--- src/rtl/mii_status_ctl.sv ---
module mii_status_ctl #(
  parameter int FAST_HALF  = 2,
  parameter int SLOW_HALF  = 20,
  parameter int REL_CYCLES = 4
) (
  input  logic       clk_ref,
  input  logic       por_n,
  input  logic       speed_100,
  input  logic       full_duplex_req,
  input  logic       tx_act,
  input  logic       rx_act,
  input  logic [3:0] mac_txd,
  input  logic       mac_txen,
  input  logic [3:0] dp_rxd,
  input  logic       dp_rxdv,
  output logic       tx_clk,
  output logic       rx_clk,
  output logic       crs,
  output logic       col,
  output logic [3:0] dp_txd,
  output logic       dp_txen,
  output logic [3:0] mii_rxd,
  output logic       mii_rxdv,
  output logic       mii_oe,
  output logic       line_oe
);
  localparam int DW = $clog2(SLOW_HALF + 1);
  localparam int RW = $clog2(REL_CYCLES + 1);
  localparam logic [DW-1:0] FAST_LIM = DW'(FAST_HALF - 1);
  localparam logic [DW-1:0] SLOW_LIM = DW'(SLOW_HALF - 1);
  localparam logic [RW-1:0] REL_LAST = RW'(REL_CYCLES - 1);
  localparam logic [RW-1:0] REL_DONE = RW'(REL_CYCLES);

  logic [DW-1:0] div_cnt;
  logic          nib_clk, half_end, nib_rise;
  logic [RW-1:0] rel_cnt;
  logic          en_q, fd_q;

  assign half_end = div_cnt >= (speed_100 ? FAST_LIM : SLOW_LIM);
  assign nib_rise = half_end && !nib_clk;
  assign tx_clk   = nib_clk;
  assign rx_clk   = nib_clk;
  assign mii_oe   = en_q;
  assign line_oe  = en_q;

  always_ff @(posedge clk_ref or negedge por_n)
    if (!por_n) begin
      div_cnt <= '0;
      nib_clk <= 1'b0;
    end else if (half_end) begin
      div_cnt <= '0;
      nib_clk <= !nib_clk;
    end else begin
      div_cnt <= div_cnt + 1'b1;
    end

  always_ff @(posedge clk_ref or negedge por_n)
    if (!por_n) begin
      rel_cnt <= '0;
      en_q    <= 1'b0;
    end else begin
      if (rel_cnt != REL_DONE) rel_cnt <= rel_cnt + 1'b1;
      if (rel_cnt == REL_LAST) en_q <= 1'b1;
    end

  always_ff @(posedge clk_ref or negedge por_n)
    if (!por_n) begin
      fd_q <= 1'b0;
      crs  <= 1'b0;
      col  <= 1'b0;
    end else begin
      if (!crs) fd_q <= full_duplex_req;
      crs <= fd_q ? rx_act : (tx_act | rx_act);
      col <= !fd_q && tx_act && rx_act;
    end

  always_ff @(posedge clk_ref or negedge por_n)
    if (!por_n) begin
      dp_txd   <= '0;
      dp_txen  <= 1'b0;
      mii_rxd  <= '0;
      mii_rxdv <= 1'b0;
    end else if (nib_rise) begin
      dp_txd   <= mac_txd;
      dp_txen  <= mac_txen;
      mii_rxd  <= dp_rxdv ? dp_rxd : 4'h0;
      mii_rxdv <= dp_rxdv;
    end

  assert_clk_pair_R1: assert property (@(posedge clk_ref) disable iff (!por_n)
    tx_clk == rx_clk);
  assert_half_crs_R2: assert property (@(posedge clk_ref) disable iff (!por_n)
    (!$past(fd_q) && ($past(tx_act) || $past(rx_act))) |-> crs);
  assert_half_col_R3: assert property (@(posedge clk_ref) disable iff (!por_n)
    (!$past(fd_q) && $past(tx_act) && $past(rx_act)) |-> col);
  assert_full_crs_R4: assert property (@(posedge clk_ref) disable iff (!por_n)
    $past(fd_q) |-> (crs == $past(rx_act)));
  assert_full_col_R5: assert property (@(posedge clk_ref) disable iff (!por_n)
    ($past(fd_q) && fd_q) |-> !col);
  assert_oe_sticky_R6: assert property (@(posedge clk_ref) disable iff (!por_n)
    mii_oe |=> (mii_oe && line_oe));
  assert_oe_timing_R6: assert property (@(posedge clk_ref) disable iff (!por_n)
    $rose(mii_oe) |-> (rel_cnt == REL_DONE));
  assert_rxd_zero_R8: assert property (@(posedge clk_ref) disable iff (!por_n)
    !mii_rxdv |-> (mii_rxd == 4'h0));
  assert_duplex_idle_R9: assert property (@(posedge clk_ref) disable iff (!por_n)
    !$stable(fd_q) |-> !$past(crs));
endmodule

--- config.mk ---
export PLATFORM = sky130hd
export DESIGN_NAME = mii_status_ctl
export DESIGN_NICKNAME = d
export VERILOG_FILES = /design/src/rtl/mii_status_ctl.sv
export SDC_FILE = /design/constraint.sdc
export NUM_CORES = 1
export LEC_CHECK = 0
export ABC_AREA = 1
export BUFFER_PORTS_ARGS = -buffer_cell sky130_fd_sc_hd__buf_2
export CAP_MARGIN = 10
export CORE_MARGIN = 2
export CORE_UTILIZATION = 39
export CTS_BUF_LIST = sky130_fd_sc_hd__clkbuf_4 sky130_fd_sc_hd__clkbuf_8
export DETAILED_ROUTE_END_ITERATION = 10
export HOLD_SLACK_MARGIN = 0.03
export SETUP_SLACK_MARGIN = 0.05
export SLEW_MARGIN = 20
export SYNTH_ARGS = -nofsm -noshare
export SYNTH_HDL_FRONTEND = slang
export SYNTH_SLANG_ARGS = --single-unit
--- constraint.sdc ---
create_clock -name clk_ref -period 1.9 [get_ports clk_ref]
set_input_delay 0.285 -clock clk_ref [delete_from_list [all_inputs] [get_ports clk_ref]]
set_output_delay 0.285 -clock clk_ref [all_outputs]
set_load 0.03 [all_outputs]
==> results.sh <==
export IMPL_cpPeakStageDelay_ns=0.42
export IMPL_synth_fa_ha_area_share_pct=6.711
export IMPL_min_period_ns=1.561
export IMPL_multi_input_area_sq_um=442.9
export IMPL_hpwl_mm=1.473
export IMPL_overflow=0
export IMPL_hold_viol=0
export IMPL_final_nets=166
export IMPL_arrival_ns=1.82
export IMPL_grt_pass1_wl_mm=3.270
export IMPL_syn_to_final_growth_pct=16.33
export IMPL_syn_nets=134
export IMPL_critPathSlowestCell="dfrtp_1"
export IMPL_antenna_found_initial=0
export IMPL_ys_types=21
export IMPL_grt_max_degree=24
export IMPL_fin_area_sq_um=1301
export IMPL_fill_cells=279
export IMPL_yosys_area_share_simple_pct=28.64
export IMPL_io_buffers=31
export IMPL_synth_area_sq_um=1119
export IMPL_clock_path_buffers=2
export IMPL_die_area_sq_um=3313
export IMPL_ir_drop_v=0.0008168
export IMPL_avgRoutedWirePerCell_microns=11.42
export IMPL_drc=0
export IMPL_final_common_cell="buf_2"
export IMPL_setup_viol=0
export IMPL_fin_worst_skew_ns=0.004702
export IMPL_critPathLaunchType="flop"
export IMPL_hold_class="in -> reg"
export IMPL_synth_seq_cells=23
export IMPL_post_cts_buffers=0
export IMPL_drtIter0Drc=9
export IMPL_routabilityCongestion=0.7225
export IMPL_clock_fmax_mhz=640.6
export IMPL_postCtsResizedCells=0
export IMPL_cts_tree="done"
export IMPL_synth_top_family_by_area="simple AND/OR/NAND/NOR gates"
export IMPL_viasPerCell=4.759
export IMPL_p_leak_nw=0.7493
export IMPL_end_kind="flop"
export IMPL_maxSlewHeadroom_pct=66.03
export IMPL_die_w_microns=57.56
export IMPL_yosysSeqAreaShare_pct=51.45
export IMPL_cts_buffers=3
export IMPL_n_antenna_cell=0
export IMPL_drive_gt1_share_pct=42.66
export IMPL_clk_pin_slew_worst_paths_ns=0.12
export IMPL_synth_compound_area_share_pct=0.8949
export IMPL_final_setup_tns_ns=0
export IMPL_core_area_sq_um=2734
export IMPL_dp_cells=169
export IMPL_post_dp_cell_area_sq_um=1261
export IMPL_yosys_warnings=0
export IMPL_clock_sinks=23
export IMPL_drt_wl_total_mm=1.987
export IMPL_fp_dieH_microns=57.56
export IMPL_rsz0062_at_grt="false"
export IMPL_powerDensity_nw_per_um2=1482
export IMPL_start_util_pct=40.92
export IMPL_cp_required_ns=2.16
export IMPL_seq_area_sq_um=575.6
export IMPL_path_cells="ha_1 > or2_1 > nand2_2 > nand2_4 > nand2_4 > nand2_1 > nand2_1"
export IMPL_synthXorXnorAreaFrac_pct=2.349
export IMPL_final_cell_mix="buf_2, dfrtp_1, nand2_2"
export IMPL_synthMuxAreaShare_pct=1.007
export IMPL_period_share_pct=82.16
export IMPL_clock_latency_ns=0.31
export IMPL_ant_nets=0
export IMPL_ios=32
export IMPL_syn_area_per_cell_sq_um=9.987
export IMPL_layout_cells_non_filler=174
export IMPL_maxCapViolations=0
export IMPL_cts_htree_levels=1
export IMPL_grt_pass1_vias=764
export IMPL_outcome="finished clean"
export IMPL_drv_slew=0
export IMPL_num_rows=19
export IMPL_synth_cells=112
export IMPL_worst_setup_path_type="reg -> reg"
export IMPL_cts_hold_buf=1
export IMPL_cp_max_fo=16
export IMPL_root_buffer="clkbuf_4"
export IMPL_holdWs_ns=0.1942
export IMPL_tightest_slew_ns=0.5095
export IMPL_drtPass1Iterations=3
export IMPL_vias=828
export IMPL_grt_usage_pct=12.82
==> critical path, delay by kind of cell (launching register included) <==
kind	cells	cell delay [ns]
and+or+nand+nor	6	0.81
DFF	1	0.42
adders and majority gates	1	0.29
==> per-layer routing <==
metal  vias up  part of all wire (%)  GRT usage, %
met1       392                    45         16.31
li1        409                     -             -
met3         3                   6.4         2.948
met2        24                    47         21.10
met4         0                   1.1         4.983
met5         -                     0             0
==> power breakdown <==
part	total, mW	switching (mW)	internal (mW)
combinational	0.920	0.637	0.283
clock	0.238	0.142	0.0962
sequential	0.770	0.122	0.648
==> sequential cells by signal, indices dropped and copies added, names as in the netlist <==
signal    count
crs           1
mii_rxd       4
dp_txen       1
col           1
fd_q          1
div_cnt       5
mii_rxdv      1
rx_clk        1
dp_txd        4
rel_cnt       3
line_oe       1
==> Yosys cell counts (all sizes together) <==
master | number | area share [%]
xor2 | 3 | 2.3
mux2 | 1 | 1.0
inv | 13 | 4.4
nand3 | 13 | 6.3
buf | 5 | 4.6
nand2 | 35 | 17
nor3 | 2 | 1.3
dfrtp | 23 | 51
or2 | 2 | 1.1
ha | 6 | 6.7
o21ai | 2 | 0.89
nor2 | 7 | 2.6
==> stage by stage <==
stage	total power [mW]	setup slack [ns]	utilization [%]
floorplan	1.547	0.4873	-
global placement	1.685	0.3815	46.13
detailed placement	1.704	0.3464	46.13
CTS	1.962	0.3233	47.60
global route	2.073	0.2400	47.60
finish	1.928	0.3389	47.60
==> logic make-up (layout without fill, tap and decap cells) <==
kind of cell	after synthesis	after routing
AND/OR/NAND/NOR	59	59
flip-flops	23	23
buffers and inverters	18	49
adder cells (fa/ha/maj)	6	6
XOR/XNOR	3	3
AO/OA/AOI/OAI	2	2
multiplexers	1	1
==> area by class of cell <==
cell class              instances  share of cell area (%)
multi-input cells              71                   34.04
repair buffers                 32                   12.69
inverters                      13                   3.750
well taps                      31                   2.981
clock buffers                   4                   2.308
flip-flops and latches         23                   44.23
==> final timing paths <==
path	from	end	slack [ns]	cells after the start
max in group asynchronous	por_n	div_cnt[1]	1.09	2
min in group asynchronous	por_n	dp_txd[1]	0.47	2
setup / recovery	div_cnt[4]	mii_rxd[3]	0.34	7
hold reg to reg	fd_q	col	0.47	1
hold / removal	rx_act	crs	0.19	3
setup reg to reg	div_cnt[4]	mii_rxd[3]	0.34	7
Power figures use the tool's default switching activity.
